File: config.mk
export PLATFORM = sky130hd
export DESIGN_NAME = i2cByteMaster
export DESIGN_NICKNAME = d
export VERILOG_FILES = /design/src/rtl/i2cmPkg.sv /design/src/rtl/i2cmData.sv /design/src/rtl/i2cmCtrl.sv /design/src/rtl/i2cByteMaster.sv
export SDC_FILE = /design/constraint.sdc
export NUM_CORES = 1
export LEC_CHECK = 0
export BUFFER_PORTS_ARGS = -buffer_cell sky130_fd_sc_hd__buf_2
export CAP_MARGIN = 10
export CORE_MARGIN = 10
export CORE_UTILIZATION = 45
export CTS_CLUSTER_DIAMETER = 100
export DETAILED_ROUTE_END_ITERATION = 10
export GPL_TIMING_DRIVEN = 0
export PLACE_DENSITY_LB_ADDON = 0.25
export SYNTH_ARGS = -nofsm -noshare
export SYNTH_HDL_FRONTEND = slang
export SYNTH_SLANG_ARGS = --single-unit
File: constraint.sdc
create_clock -name clk -period 2.53 [get_ports clk]
set_input_delay 0.1265 -clock clk [delete_from_list [all_inputs] [get_ports clk]]
set_output_delay 0.1265 -clock clk [all_outputs]
set_load 0.01 [all_outputs]
File: src/rtl/i2cmPkg.sv
package i2cmPkg;

  typedef enum logic [1:0] {
    OP_START = 2'd0,
    OP_WRITE = 2'd1,
    OP_READ  = 2'd2,
    OP_STOP  = 2'd3
  } cmdOp_t;

  typedef enum logic [3:0] {
    S_IDLE, S_SLOW, S_SWAIT, S_SHIGH, S_SHOLD, S_PEND,
    S_BLOW, S_BWAIT, S_BHIGH, S_PLOW, S_PWAIT, S_PHIGH, S_PFREE
  } ctlState_t;

  // strobes from control to datapath
  typedef struct packed {
    logic cntClr;
    logic loadTx;
    logic loadRead;
    logic sendBit;
    logic shiftIn;
    logic sampleAck;
    logic sclPull;
    logic sclRel;
    logic sdaPull;
    logic sdaRel;
  } dpCtl_t;

endpackage

File: src/rtl/i2cmData.sv
module i2cmData
  import i2cmPkg::*;
#(
  parameter int HALF = 6,
  parameter int QTR  = 3
) (
  input  logic       clk,
  input  logic       rstN,
  input  dpCtl_t     ctl,
  input  logic [7:0] txIn,
  input  logic       sclIn,
  input  logic       sdaIn,
  output logic       sclS,
  output logic       qtrHit,
  output logic       halfHit,
  output logic       sclOe,
  output logic       sdaOe,
  output logic [7:0] rxData,
  output logic       ackRcvd
);

  localparam int CW = $clog2(HALF + 1);

  logic [1:0]    sclSync, sdaSync;
  logic          sdaS;
  logic [CW-1:0] cnt;
  logic [7:0]    txSh;

  // two-flop synchronizers, reset to the idle (high) level
  always_ff @(posedge clk or negedge rstN) begin
    if (!rstN) begin
      sclSync <= 2'b11;
      sdaSync <= 2'b11;
    end else begin
      sclSync <= {sclSync[0], sclIn};
      sdaSync <= {sdaSync[0], sdaIn};
    end
  end

  assign sclS = sclSync[1];
  assign sdaS = sdaSync[1];

  // phase counter
  always_ff @(posedge clk or negedge rstN) begin
    if (!rstN)           cnt <= '0;
    else if (ctl.cntClr) cnt <= '0;
    else                 cnt <= cnt + 1'b1;
  end

  assign qtrHit  = (cnt == CW'(QTR - 1));
  assign halfHit = (cnt == CW'(HALF - 1));

  // shift registers
  always_ff @(posedge clk or negedge rstN) begin
    if (!rstN) begin
      txSh    <= 8'hFF;
      rxData  <= 8'h00;
      ackRcvd <= 1'b0;
    end else begin
      if (ctl.loadTx)        txSh <= txIn;
      else if (ctl.loadRead) txSh <= 8'hFF;
      else if (ctl.shiftIn)  txSh <= {txSh[6:0], 1'b1};
      if (ctl.shiftIn)   rxData  <= {rxData[6:0], sdaS};
      if (ctl.sampleAck) ackRcvd <= ~sdaS;
    end
  end

  // open-drain pin enables
  always_ff @(posedge clk or negedge rstN) begin
    if (!rstN) begin
      sclOe <= 1'b0;
      sdaOe <= 1'b0;
    end else begin
      if (ctl.sclPull)     sclOe <= 1'b1;
      else if (ctl.sclRel) sclOe <= 1'b0;
      if (ctl.sdaPull)      sdaOe <= 1'b1;
      else if (ctl.sdaRel)  sdaOe <= 1'b0;
      else if (ctl.sendBit) sdaOe <= ~txSh[7];
    end
  end

endmodule

File: src/rtl/i2cmCtrl.sv
module i2cmCtrl
  import i2cmPkg::*;
(
  input  logic       clk,
  input  logic       rstN,
  input  logic       cmdValid,
  input  logic [1:0] cmdOp,
  input  logic       cmdAck,
  input  logic       sclS,
  input  logic       qtrHit,
  input  logic       halfHit,
  output dpCtl_t     ctl,
  output ctlState_t  st,
  output logic       busy,
  output logic       pending
);

  ctlState_t nxt;
  logic [3:0] bitIdx;
  logic       ackSendR;
  cmdOp_t     op;
  logic       lastBit;

  assign op      = cmdOp_t'(cmdOp);
  assign lastBit = (bitIdx == 4'd8);
  assign busy    = (st != S_IDLE);
  assign pending = (st == S_PEND);

  always_comb begin
    ctl = '0;
    nxt = st;
    unique case (st)
      S_IDLE: begin
        ctl.cntClr = 1'b1;
        if (cmdValid && op == OP_START) nxt = S_SLOW;
      end
      S_PEND: begin
        ctl.cntClr = 1'b1;
        if (cmdValid) begin
          unique case (op)
            OP_START: nxt = S_SLOW;
            OP_WRITE: begin ctl.loadTx = 1'b1;   nxt = S_BLOW; end
            OP_READ:  begin ctl.loadRead = 1'b1; nxt = S_BLOW; end
            OP_STOP:  nxt = S_PLOW;
          endcase
        end
      end
      S_SLOW: begin
        if (qtrHit) ctl.sdaRel = 1'b1;
        if (halfHit) begin ctl.sclRel = 1'b1; ctl.cntClr = 1'b1; nxt = S_SWAIT; end
      end
      S_SWAIT: begin
        ctl.cntClr = 1'b1;
        if (sclS) nxt = S_SHIGH;
      end
      S_SHIGH: begin
        if (halfHit) begin ctl.sdaPull = 1'b1; ctl.cntClr = 1'b1; nxt = S_SHOLD; end
      end
      S_SHOLD: begin
        if (halfHit) begin ctl.sclPull = 1'b1; ctl.cntClr = 1'b1; nxt = S_PEND; end
      end
      S_BLOW: begin
        if (qtrHit) begin
          if (!lastBit)      ctl.sendBit = 1'b1;
          else if (ackSendR) ctl.sdaPull = 1'b1;
          else               ctl.sdaRel  = 1'b1;
        end
        if (halfHit) begin ctl.sclRel = 1'b1; ctl.cntClr = 1'b1; nxt = S_BWAIT; end
      end
      S_BWAIT: begin
        ctl.cntClr = 1'b1;
        if (sclS) nxt = S_BHIGH;
      end
      S_BHIGH: begin
        if (halfHit) begin
          ctl.sclPull = 1'b1;
          ctl.cntClr  = 1'b1;
          if (lastBit) begin ctl.sampleAck = 1'b1; nxt = S_PEND; end
          else begin ctl.shiftIn = 1'b1; nxt = S_BLOW; end
        end
      end
      S_PLOW: begin
        if (qtrHit) ctl.sdaPull = 1'b1;
        if (halfHit) begin ctl.sclRel = 1'b1; ctl.cntClr = 1'b1; nxt = S_PWAIT; end
      end
      S_PWAIT: begin
        ctl.cntClr = 1'b1;
        if (sclS) nxt = S_PHIGH;
      end
      S_PHIGH: begin
        if (halfHit) begin ctl.sdaRel = 1'b1; ctl.cntClr = 1'b1; nxt = S_PFREE; end
      end
      S_PFREE: begin
        if (halfHit) begin ctl.cntClr = 1'b1; nxt = S_IDLE; end
      end
      default: nxt = S_IDLE;
    endcase
  end

  always_ff @(posedge clk or negedge rstN) begin
    if (!rstN) begin
      st       <= S_IDLE;
      bitIdx   <= 4'd0;
      ackSendR <= 1'b0;
    end else begin
      st <= nxt;
      if (st == S_PEND && cmdValid && (op == OP_WRITE || op == OP_READ)) begin
        bitIdx   <= 4'd0;
        ackSendR <= (op == OP_READ) && cmdAck;
      end else if (st == S_BHIGH && halfHit && !lastBit) begin
        bitIdx <= bitIdx + 4'd1;
      end
    end
  end

endmodule

File: src/rtl/i2cByteMaster.sv
module i2cByteMaster
  import i2cmPkg::*;
#(
  parameter int STD_HALF  = 625,
  parameter int FAST_HALF = 156,
  parameter bit FAST      = 1'b0
) (
  input  logic       clk,
  input  logic       rstN,
  input  logic       cmdValid,
  input  logic [1:0] cmdOp,
  input  logic [7:0] cmdData,
  input  logic       cmdAck,
  input  logic       sclIn,
  input  logic       sdaIn,
  output logic       sclOe,
  output logic       sdaOe,
  output logic       busy,
  output logic       pending,
  output logic [7:0] rxData,
  output logic       ackRcvd
);

  localparam int HALF = FAST ? FAST_HALF : STD_HALF;
  localparam int QTR  = HALF / 2;

  dpCtl_t    ctl;
  ctlState_t st;
  logic      sclS, qtrHit, halfHit;

  i2cmCtrl u_ctrl (
    .clk(clk), .rstN(rstN), .cmdValid(cmdValid), .cmdOp(cmdOp),
    .cmdAck(cmdAck), .sclS(sclS), .qtrHit(qtrHit), .halfHit(halfHit),
    .ctl(ctl), .st(st), .busy(busy), .pending(pending)
  );

  i2cmData #(.HALF(HALF), .QTR(QTR)) u_data (
    .clk(clk), .rstN(rstN), .ctl(ctl), .txIn(cmdData),
    .sclIn(sclIn), .sdaIn(sdaIn), .sclS(sclS), .qtrHit(qtrHit),
    .halfHit(halfHit), .sclOe(sclOe), .sdaOe(sdaOe),
    .rxData(rxData), .ackRcvd(ackRcvd)
  );

endmodule

### After elaboration in Yosys (flattened, before gate mapping)

Index checks and enable logic that the tools add are counted.

| operators by class | value |
|---|---|
| add/subtract/negate cells | 2 |
| multiply operators | 0 |
| divide/modulo/power cells | 0 |
| order comparisons | 0 |
| eq/ne operators | 31 |
| shift-type cells | 0 |
| muxes and demuxes | 48 |
| bitwise operators | 2 |
| reduce and logical (&&, ||, !) cells | 20 |

Operators by type and width:

| kind | number |
|---|---|
| 4-bit 2-to-1 mux | 15 |
| 4-bit case mux with 13 select lines | 1 |
| 4-bit == test (second input constant) | 6 |
| 8-bit 2-to-1 mux | 3 |
| 2-bit by 1-bit inequality test with 1-bit output (second input constant) | 12 |
| 4-bit by 3-bit == test with 1-bit output (second input constant) | 4 |
| 1-bit 2-to-1 mux | 16 |
| 13-bit AND reduction | 1 |
| 2-bit 2-to-1 mux | 6 |
| 4-bit case mux with 3 select lines | 1 |
| 10-bit by 1-bit adder with 10-bit output (second input constant) | 1 |
| 10-bit == test (second input constant) | 1 |
| 10-bit by 9-bit == test with 1-bit output (second input constant) | 1 |
| 10-bit 2-to-1 mux | 1 |
| 4-bit by 2-bit == test with 1-bit output (second input constant) | 2 |
| 8-bit OR reduction | 1 |
| 1-bit logical AND | 6 |
| 1-bit case mux with 3 select lines | 2 |
| 3-bit nonzero test | 2 |
| 5-bit OR reduction | 1 |
| 4-bit by 1-bit adder with 4-bit output (second input constant) | 1 |
| 2-bit == test (second input constant) | 2 |
| 4-bit by 1-bit == test with 1-bit output (second input constant) | 1 |
| 4-bit zero test | 1 |
| other kinds (12) | 15 |

| storage, ports and cells | value |
|---|---|
| register bits after elaboration | 42 |
| bits in latches | 0 |
| memory bits (writable) | 0 |
| memory bits (read-only) | 0 |
| bits of input ports | 16 |
| output and inout bits | 13 |
| logic and storage cells | 114 |
| memories kept | 0 |

### Longest topological paths before layout

Gate-level depths: netlist of the first run.

| depth | value |
|---|---|
| depth in word-level cells | 7 |
| depth in mapped cells | 9 |
| depth with buffers taken out | 7 |

### By module

Synthesis of the first run repeated with hierarchy kept, for this count alone.

| unflattened totals | value |
|---|---|
| cell total of the unflattened synthesis | 241 |
| area, all modules | 2,336.0 um2 |

By module, submodules not included:

| module | times used | cells each | area an instance (um2) | seq. area each (um2) |
|---|---|---|---|---|
| i2cmData | 1 | 124 | 1,432.6 | 840.8 |
| i2cmCtrl | 1 | 117 | 903.4 | 225.2 |

### Worst setup path before layout of the first run

No wires, ideal clock.

| timing | value |
|---|---|
| kind | reg2reg |
| from | reg u_ctrl.st[1] |
| to | reg u_data.txSh[1] |
| library setup time | 80 ps |
| data arrival time | 1,971 ps |
| required time | 2,450 ps |
| path slack | 479 ps |
| stages on the path, launching flop included | 7 |
| buffers on the path | 1 |
| clock period less this slack | 2,051 ps |
| cell sequence | dfrtp_1 > or4b_4 > nor4_4 > and2_1 > buf_4 > mux2_1 > o22a_1 |

| on the way | value |
|---|---|
| cells in the longest elaborated chain, start to end | 4 |
| elaborated cells on any way between the ends | 7 |
| classes of those cells | eq/ne: 2; mux: 4; reduce/logical: 1 |

Ends and longest elaborated chain:

| what | RTL line | RTL |
|---|---|---|
| start, declared | i2cmCtrl.sv:13 | `output ctlState_t st,` |
| start signal, assigned | i2cmCtrl.sv:106 | `st <= nxt;` |
| 4-bit by 3-bit == test with 1-bit output | i2cmCtrl.sv:32 | `unique case (st)` |
| 2-bit 2-to-1 mux | i2cmCtrl.sv:32 |  |
| 8-bit 2-to-1 mux | i2cmData.sv:61 | `else if (ctl.loadRead) txSh <= 8'hFF;` |
| 8-bit 2-to-1 mux | i2cmData.sv:60 | `if (ctl.loadTx) txSh <= txIn;` |
| end signal, assigned | i2cmData.sv:60 |  |
| end signal, assigned | i2cmData.sv:62 | `else if (ctl.shiftIn) txSh <= {txSh[6:0], 1'b1};` |
| end, declared | i2cmData.sv:27 | `logic [7:0] txSh;` |

Parallel ways exist; a longest one is shown, timed or not.
A chain may end at the register's enable or synchronous reset.

### Worst setup path after layout of the first run

| timing | value |
|---|---|
| from | reg u_data.cnt[0] |
| to | reg u_ctrl.st[3] |

| on the way | value |
|---|---|
| cells in the longest elaborated chain, start to end | 3 |
| elaborated cells on any way between the ends | 10 |
| classes of those cells | eq/ne: 9; reduce/logical: 1 |

Ends and longest elaborated chain:

| what | RTL line | RTL |
|---|---|---|
| start, declared | i2cmData.sv:26 | `logic [CW-1:0] cnt;` |
| start signal, assigned | i2cmData.sv:47 | `else cnt <= cnt + 1'b1;` |
| 10-bit == test * | i2cmData.sv:51 | `assign halfHit = (cnt == CW'(HALF - 1));` |
| 2-bit by 1-bit inequality test with 1-bit output (no source line) | n/a |  |
| 13-bit AND reduction (no source line) * | n/a |  |

Mark *: on every way between the ends. The rest lies on a longest branch, timed or not.

==> impl_metrics.ini, run 1 <==
[outcome]
outcome = finished with violations
violations = hold timing

[grt]
grt_pass1_vias = 1770
grt_max_degree = 43
grt_overflow = 0
grt_pass1_wl_mm = 8.266
grt.total_usage_pct = 11.66
antenna_found_initial = 0

[min_path]
hold_path_class = primary input to async pin

[place]
gp_congestion = 0.8549
post-dp-hpwl_mm = 3.392
io_buffers = 28
place_ws_ps = 173.7

[clock_tree]
clkTransAtPathRegs_ps = 80
htree_levels = 2
root_buffer = clkbuf_8
cts_sinks = 42
cts_buffers = 5
tritoncts = yes
clk_latency_ps = 290
clk_path_buf_depth = 2
postCtsSetupRepairBufs = 0

[die]
fp.dieArea_um2 = 8309
core-area_um2 = 4817
io_pins = 29
die_y_um = 91.16
initial_core_util_pct = 47.30
die_w_um = 91.16
num_rows = 25

[job]
maxCapViolCount = 0

[synthesis]
synth_mux_area_share_pct = 0.9885
ys_types = 52
synthArstFlopShare_pct = 100.0
netlist_area_um2 = 2278
synth_edf_count = 0
netlist_instances = 239
synth_xor_area_share_pct = 4.228
synth_flop_cell = dfrtp_1
synth_compound_area_share_pct = 15.60
syn_nets = 263
synth_top_family_by_area = simple AND/OR/NAND/NOR gates
yosys_warnings = 0
ys_ff_latch = 42
ys_seq_area_share_pct = 46.79
synth-simple-area-share_pct = 23.45
syn_area_per_cell_um2 = 9.533
synth_fa_ha_area_share_pct = 4.393

[setup_path]
cpPeakStageDelay_ps = 440
arrival_ps = 2450
cp_max_fo = 8
worst_ep_required_time_ps = 2710
crit_chain = inv_1, ha_1, nand4b_1, nor3_2, o221ai_2, mux2_2, a221o_1
crit_type = flop to flop
cp_slowest_cell = dfrtp_1
path_buf_inv = 1
crit_family = simple AND/OR/NAND/NOR gates
start_kind = flop
cp-end-kind = flop

[pwr]
power.density_nw_per_um2 = 475.6
power_mw = 1.260
power_leakage_nw = 1.230
vdd_ir_drop_max_mv = 0.3454

[timing]
slew_viol_final = 0
tightestPinTransition_ps = 922.1
finalWorstSetupSlack_ps = 264.4
finalCritPeriodShare_pct = 89.55
max_freq_mhz = 441.4
skew_ps = 4.163
hold_viol_final = 30
rsz0062_at_grt = false
setup_viol = 0
slew_headroom_pct = 38.52
holdWs_ps = -36.03
min_period_ps = 2266
fin_setup_tns_ps = 0

[layout]
drive_gt1_share_pct = 20.94
final_cell_mix = nand2_1 (37), buf_2 (30), dfrtp_1 (30)
area_growth_pct = 16.31
finish.utilization_pct = 55.01
final_common_cell = nand2_1
diodes = 0
finalNetCount = 300

[routing]
wl_mm = 4.749
dr.first_iter.drc_count = 161
drt_drc_violations_left = 0
wl_met3_um = 268
wl_per_cell_um = 13.81
m1WireLength_mm = 2.222
routed_via_density = 5.291
route.met2.wl_mm = 2.194
ant_nets = 0
num_vias = 1820
first_pass_iters = 6
top_layer_used = met4
-- timing repair --
| item | CTS | global route |
|---|---|---|
| resized for setup | 0 | 1 |
| endpoints found under the hold margin | 2 | 0 |
| setup endpoints to repair | 0 | 10 |
| hold buffers | 2 | 0 |
-- layer usage --
layer	vias up	track usage, %
li1	905	-
met1	852	14.98
met2	54	18.26
met3	9	3.457
met4	0	3.916
met5	-	0
-- state kept, by name, summed over array words and instances, names as in the netlist --
name	cells
u_ctrl.ackSendR	1
u_ctrl.bitIdx	4
u_ctrl.st	4
u_data.ackRcvd	1
u_data.cnt	10
u_data.rxData	8
u_data.sclOe	1
u_data.sclSync	2
u_data.sdaOe	1
u_data.sdaSync	2
u_data.txSh	8
-- worst reg2reg max path: stages, from the launching register on --
cell      delay (ps)
dfrtp_1          440
inv_1             80
ha_1             160
nand4b_1         240
nor3_2           390
o221ai_2         270
mux2_2           320
a221o_1          250
-- final cells by class --
type | instances | area, µm²
Clock buffer | 7 | 86.33
Buffer | 11 | 58.81
Clock inverter | 1 | 30.03
Timing Repair Buffer | 30 | 160.2
Fill cell | 450 | 2167
Sequential cell | 42 | 1066
Tap cell | 67 | 83.83
Multi-Input combinational cell | 174 | 1120
Inverter | 12 | 45.04
-- cell usage after synthesis (3+ instances only) --
master     count  area share [%]
ha_1           8             4.4
nand2_1       37             6.1
nand3_1        9             2.0
inv_1         12             2.0
nor2b_1        6             1.6
clkbuf_1       6            0.99
xor2_1         9             3.5
o21ai_0       12             2.6
dfrtp_1       30              33
a21oi_1       12             2.6
o31ai_1        3            0.99
nor2_1        25             4.1
and3_1         5             1.4
dfstp_2       12              14
o2bb2ai_1      6             2.3
-- power by group --
part | total (mW) | switching, mW | leakage [nW] | internal [mW]
clock network | 0.548 | 0.226 | 0.0585 | 0.322
registers | 0.678 | 0.00116 | 0.498 | 0.677
logic | 0.0343 | 0.0212 | 0.673 | 0.0132
-- final timing paths --
path                                    from           endpoint  slack [ps]  cells past startpoint
hold reg to reg            u_data.sdaSync[0]  u_data.sdaSync[1]         360                      0
hold / removal                          rstN      u_data.cnt[3]         -40                      1
setup / recovery               u_data.cnt[0]       u_ctrl.st[3]         260                      7
min in group clk                  cmdData[1]     u_data.txSh[1]          70                      2
setup reg to reg               u_data.cnt[0]       u_ctrl.st[3]         260                      7
max in group asynchronous               rstN   u_data.rxData[2]        1990                      1
-- cell families (layout without fill, tap and decap cells) --
| family | after synthesis | after routing |
|---|---|---|
| XOR/XNOR | 11 | 11 |
| multiplexers | 2 | 2 |
| flip-flops | 42 | 42 |
| AND/OR/NAND/NOR | 102 | 102 |
| buffers and inverters | 23 | 61 |
| adder cells (fa/ha/maj) | 8 | 8 |
| AO/OA/AOI/OAI | 51 | 51 |
-- stage by stage --
| step | cell area, µm² | instances | hold WS (ps) |
|---|---|---|---|
| 2_1_floorplan | 2278 | 239 | -169.1 |
| 3_3_place_gp | 2502 | 334 | 231.7 |
| 3_5_place_dp | 2502 | 334 | 233.9 |
| 4_1_cts | 2639 | 344 | 4.417 |
| 5_1_grt | 2650 | 344 | 34.64 |
| 6_report | 2650 | 344 | -36.03 |
Note: power is estimated with default switching activity, not from simulation.
==> run 2, diff against run 1 <==
--- a/config.mk
+++ b/config.mk
@@ -5,7 +5,7 @@
 export SDC_FILE = /design/constraint.sdc
 export NUM_CORES = 1
 export LEC_CHECK = 0
-export BUFFER_PORTS_ARGS = -buffer_cell sky130_fd_sc_hd__buf_2
+export BUFFER_PORTS_ARGS = -buffer_cell sky130_fd_sc_hd__buf_4
 export CAP_MARGIN = 10
 export CORE_MARGIN = 10
 export CORE_UTILIZATION = 45
==> run 2 against run 1 <==
Compared with the run above: the flow now finishes without violations; clock power about the same; sequential share of layout area down 1.2 points; setup slack worse by 8.3 ps; non-clock buffer count up 1; flip-flop and latch count unchanged; fmax down 0.37%; final cell count up 0.29%; utilization up 1.7 points; clock skew up 6.3 ps; total power up 0.86%; die area unchanged; largest power group unchanged.
==> impl_metrics.ini, run 2 (synthesized netlist as in run 1, its figures left out) <==
[setup_path]
cp_max_fo = 10
setup.worst_path.end = u_data.txSh[1]
start_kind = flop
cp-end-kind = flop
crit_path_start = u_data.cnt[0]
path_buf_inv = 2
regToRegEndpoint = u_data.txSh[1]
worst_ep_required_time_ps = 2750
path_depth = 8
arrival_ps = 2500
r2r_slack_ps = 260
cp_slowest_cell = dfrtp_1
crit_chain = inv_1, ha_1, nand4b_1, nor4_4, and2_1, buf_4, mux2_1, o22a_1
worstRegToRegCells = 8
r2r-start = u_data.cnt[0]
crit_type = flop to flop
crit_family = simple AND/OR/NAND/NOR gates
cpPeakStageDelay_ps = 440

[die]
num_rows = 25
io_pins = 29
die_w_um = 91.16
fp.dieArea_um2 = 8309
core-area_um2 = 4817
die_y_um = 91.16
initial_core_util_pct = 47.30

[layout]
largest_reg_flops = 10
multiInputGateArea_um2 = 1120
finalNetCount = 301
reg.largest.list = u_data.cnt (10), u_data.rxData (8), u_data.txSh (8)
drive_gt1_share_pct = 20.86
regMostFlops = u_data.cnt
final_common_cell = nand2_1
final_cells = 345
finish.utilization_pct = 56.68
final_cell_mix = nand2_1 (37), dfrtp_1 (30), buf_4 (29)
diodes = 0
seqCellArea_um2 = 1066
area_growth_pct = 19.82
fillers = 437

[clock_tree]
clk_path_buf_depth = 2
cts_sinks = 42
htree_levels = 2
tritoncts = yes
cts_buffers = 5
postCtsSetupRepairBufs = 0
clk_latency_ps = 300
root_buffer = clkbuf_8
clkTransAtPathRegs_ps = 70

[grt]
grt_overflow = 0
grt_max_degree = 43
grt.total_usage_pct = 11.19
grt_pass1_vias = 1709
grt_pass1_wl_mm = 7.935
antenna_found_initial = 0

[routing]
num_vias = 1772
drt_drc_violations_left = 0
routed_via_density = 5.136
wl_mm = 4.665
wl_per_cell_um = 13.52
first_pass_iters = 4
ant_nets = 0
dr.first_iter.drc_count = 103

[place]
io_buffers = 28
post-dp-hpwl_mm = 3.350
gp_congestion = 0.8462
dp.cells = 334

[timing]
finalCritPeriodShare_pct = 89.88
slew_headroom_pct = 64.82
min_period_ps = 2274
tightestPinTransition_ps = 527.7
hold_viol_final = 0
fin_setup_tns_ps = 0
max_freq_mhz = 439.8
skew_ps = 10.42
rsz0062_at_grt = false
slew_viol_final = 0
setup_viol = 0

[pwr]
power_leakage_nw = 1.247
power.density_nw_per_um2 = 465.6
vdd_ir_drop_max_mv = 0.3152
power_mw = 1.271

[job]
maxCapViolCount = 0

[outcome]
outcome = finished clean

[min_path]
min_from = cmdData[1]
hold_path_class = primary input to flop
-- run 2: cell count changes in the layout (fill, tap and decap cells not counted), sizes merged --
| cell | change |
|---|---|
| dlygate4sd3 | +1 |
-- run 2: per-stage QoR --
stage	hold slack [ps]	cell area (µm²)	setup slack, ps
final	73.63	2730	256.0
after global routing	76.78	2730	69.40
after CTS	74.02	2719	126.6
after detailed placement	145.4	2572	150.3
after global placement	144.4	2572	181.1
after floorplan	-169.1	2278	479.3
-- run 2: worst min-delay path by stage --
| stage | to | slack (ps) | depth (start not counted) |
|---|---|---|---|
| after global routing | u_data.txSh[1] | 80 | 2 |
| after floorplan | u_ctrl.ackSendR | -170 | 0 |
| after CTS | u_data.txSh[1] | 70 | 2 |
| after detailed placement | u_data.cnt[3] | 150 | 1 |
| after global placement | u_data.cnt[3] | 140 | 1 |
| final | u_data.txSh[1] | 70 | 2 |
-- run 2: layer usage --
metal | global-route usage, % | routed length (µm) | vias to the layer above | share of wire, %
met4 | 2.742 | 36 | 0 | 0.77
met5 | 0 | 0 | - | 0
met1 | 14.29 | 2290 | 821 | 49
met3 | 3.210 | 242 | 4 | 5.2
met2 | 18.20 | 2095 | 39 | 45
li1 | - | - | 908 | -
-- run 2: cell type report --
| cell class | instances | area share, % |
|---|---|---|
| multi-input cells | 174 | 41.02 |
| flip-flops and latches | 42 | 39.05 |
| repair buffers | 31 | 8.799 |
| clock buffers | 7 | 3.162 |
| well taps | 67 | 3.071 |
| plain buffers | 11 | 2.154 |
| inverters | 12 | 1.650 |
| clock inverters | 1 | 1.100 |
-- run 2: power by group --
part           internal (mW)  switching (mW)
Combinational         0.0206          0.0215
Sequential             0.677         0.00113
Clock                  0.322           0.229
Total                   1.02           0.251
-- run 2: what timing repair did --
item,CTS,global route
hold buffers,3,0
hold endpoints to repair,32,0
resized for setup,0,1
setup endpoints to repair,0,10
==> run 3, diff against run 2 <==
--- a/config.mk
+++ b/config.mk
@@ -7,7 +7,6 @@
 export LEC_CHECK = 0
 export BUFFER_PORTS_ARGS = -buffer_cell sky130_fd_sc_hd__buf_4
 export CAP_MARGIN = 10
-export CORE_MARGIN = 10
 export CORE_UTILIZATION = 45
 export CTS_CLUSTER_DIAMETER = 100
 export DETAILED_ROUTE_END_ITERATION = 10
==> run 3 against run 2 <==
Compared with the run above: largest power group unchanged; critical path depth down 2; critical path type unchanged; total power down 8.1%; register-to-register slack about the same; count of clock-buffer cells in the layout down 2; highest routed layer unchanged.
==> impl_metrics.ini, run 3 (synthesized netlist as in run 1, its figures left out) <==
[grt]
grt_pass1_wl_mm = 7.548
antenna_found_initial = 0
grt_pass1_vias = 1585
grt_overflow = 0
grt.total_usage_pct = 18.34
grt_max_degree = 43

[layout]
regMostFlops = u_data.cnt
diodes = 0
finalNetCount = 301
fillers = 448
reg.largest.list = u_data.cnt (10), u_data.rxData (8), u_data.txSh (8)
final_common_cell = nand2_1
multiInputGateArea_um2 = 1120
largest_reg_flops = 10
final_cell_mix = nand2_1 (37), dfrtp_1 (30), buf_4 (29)
drive_gt1_share_pct = 21.22
finish.utilization_pct = 56.50
seqCellArea_um2 = 1066
area_growth_pct = 18.67
final_cells = 345

[pwr]
power_switching_share_pct = 23.66
power_leakage_nw = 1.233
internal-power_uw = 891.9
clkPwrFrac_pct = 38.3
p_sw_uw = 276.5
vdd_ir_drop_max_mv = 0.2851
pwr-share-seq_pct = 58.1
power.density_nw_per_um2 = 432.1
power_frac_comb_pct = 3.6

[die]
die_w_um = 73.16
initial_core_util_pct = 47.61
fp.dieArea_um2 = 5352
die_y_um = 73.16
num_rows = 25
io_pins = 29
core-area_um2 = 4786

[timing]
slew_viol_final = 0
slew_headroom_pct = 64.62
max_freq_mhz = 437.3
setup_viol = 0
fin_setup_tns_ps = 0
skew_ps = 4.064
tightestPinTransition_ps = 530.7
finalCritPeriodShare_pct = 90.38
hold_viol_final = 0
holdWs_ps = 60.53
rsz0062_at_grt = false
finalWorstSetupSlack_ps = 243.4
min_period_ps = 2287

[clock_tree]
clk_path_buf_depth = 2
cts_buffers = 5
clk_latency_ps = 300
tritoncts = yes
clkTransAtPathRegs_ps = 90
cts_sinks = 42
root_buffer = clkbuf_8
htree_levels = 2

[routing]
ant_nets = 0
dr.first_iter.drc_count = 144
routed_via_density = 5.177
drt_drc_violations_left = 0
wl_mm = 4.471
first_pass_iters = 4
num_vias = 1786
wl_per_cell_um = 12.96

[setup_path]
arrival_ps = 2520
worst_ep_required_time_ps = 2770
cp_max_fo = 10
r2r_slack_ps = 240
regToRegEndpoint = u_data.txSh[1]
r2r-start = u_ctrl.st[1]
cpPeakStageDelay_ps = 590
crit_type = flop to flop
worstRegToRegCells = 6
cp-end-kind = flop
start_kind = flop
crit_chain = or4b_4, nor4_4, and2_1, buf_4, mux2_1, o22a_1
cp_slowest_cell = or4b_4

[min_path]
whs_path_depth = 2
min_from = cmdData[1]
min_to = u_data.txSh[1]
hold_path_class = primary input to flop

[place]
gp_congestion = 0.8225
io_buffers = 28
dp.cells = 334
place_ws_ps = 179.8
post-dp-hpwl_mm = 3.102

[outcome]
outcome = finished clean

[job]
maxCapViolCount = 0
## run 3: power groups by stage
stage / logic [mW] / registers (mW) / clock network, mW
6_report: 0.0420 / 0.678 / 0.448
3_3_place_gp: 0.0396 / 0.691 / 0
4_1_cts: 0.0437 / 0.678 / 0.457
3_5_place_dp: 0.0397 / 0.691 / 0
2_1_floorplan: 0.00570 / 0.691 / 0
5_1_grt: 0.0478 / 0.679 / 0.481
## run 3: critical path: cells and delay by family (launching register included)
family | cells | cell delay, ps
AND/OR/NAND/NOR | 3 | 1090
flip-flops | 1 | 460
buffers and inverters | 1 | 170
AO/OA/AOI/OAI | 1 | 160
multiplexers | 1 | 330
## run 3: area by class of cell
type	instances	share of cell area, %
multi-input combinational	174	41.42
sequential	42	39.43
timing repair buffer	31	8.885
tap	67	3.100
clock buffer	5	2.545
buffer	11	2.175
inverter	12	1.666
clock inverter	3	0.7867
## run 3: routing by layer
layer,part of all wire [%],vias up,GRT usage [%]
met5,0,-,0
met4,1.1,0,7.190
met3,4.2,5,3.315
met2,44,34,25.51
met1,50,841,27.92
li1,-,906,-
## run 3: through the flow
stage,instance area (µm²),power [mW]
final,2704,1.168
after global routing,2704,1.207
after CTS,2693,1.180
after detailed placement,2572,0.7307
after global placement,2572,0.7304
after floorplan,2278,0.6962
## run 3: worst max-delay path by stage
stage | start | end | slack, ps
after floorplan | u_ctrl.st[1] | u_data.txSh[1] | 480
after global placement | u_data.cnt[0] | u_data.cnt[9] | 190
after detailed placement | u_data.cnt[0] | u_data.cnt[9] | 180
after CTS | u_data.cnt[0] | u_data.cnt[3] | 170
after global routing | u_data.cnt[0] | u_data.txSh[1] | 120
final | u_ctrl.st[1] | u_data.txSh[1] | 240
## run 3: repair_timing
item | CTS | global route
hold endpoints to repair | 32 | 0
hold buffers | 3 | 0
endpoints found under the setup margin | 0 | 8
setup buffers | 0 | 0
gates resized for setup | 0 | 1
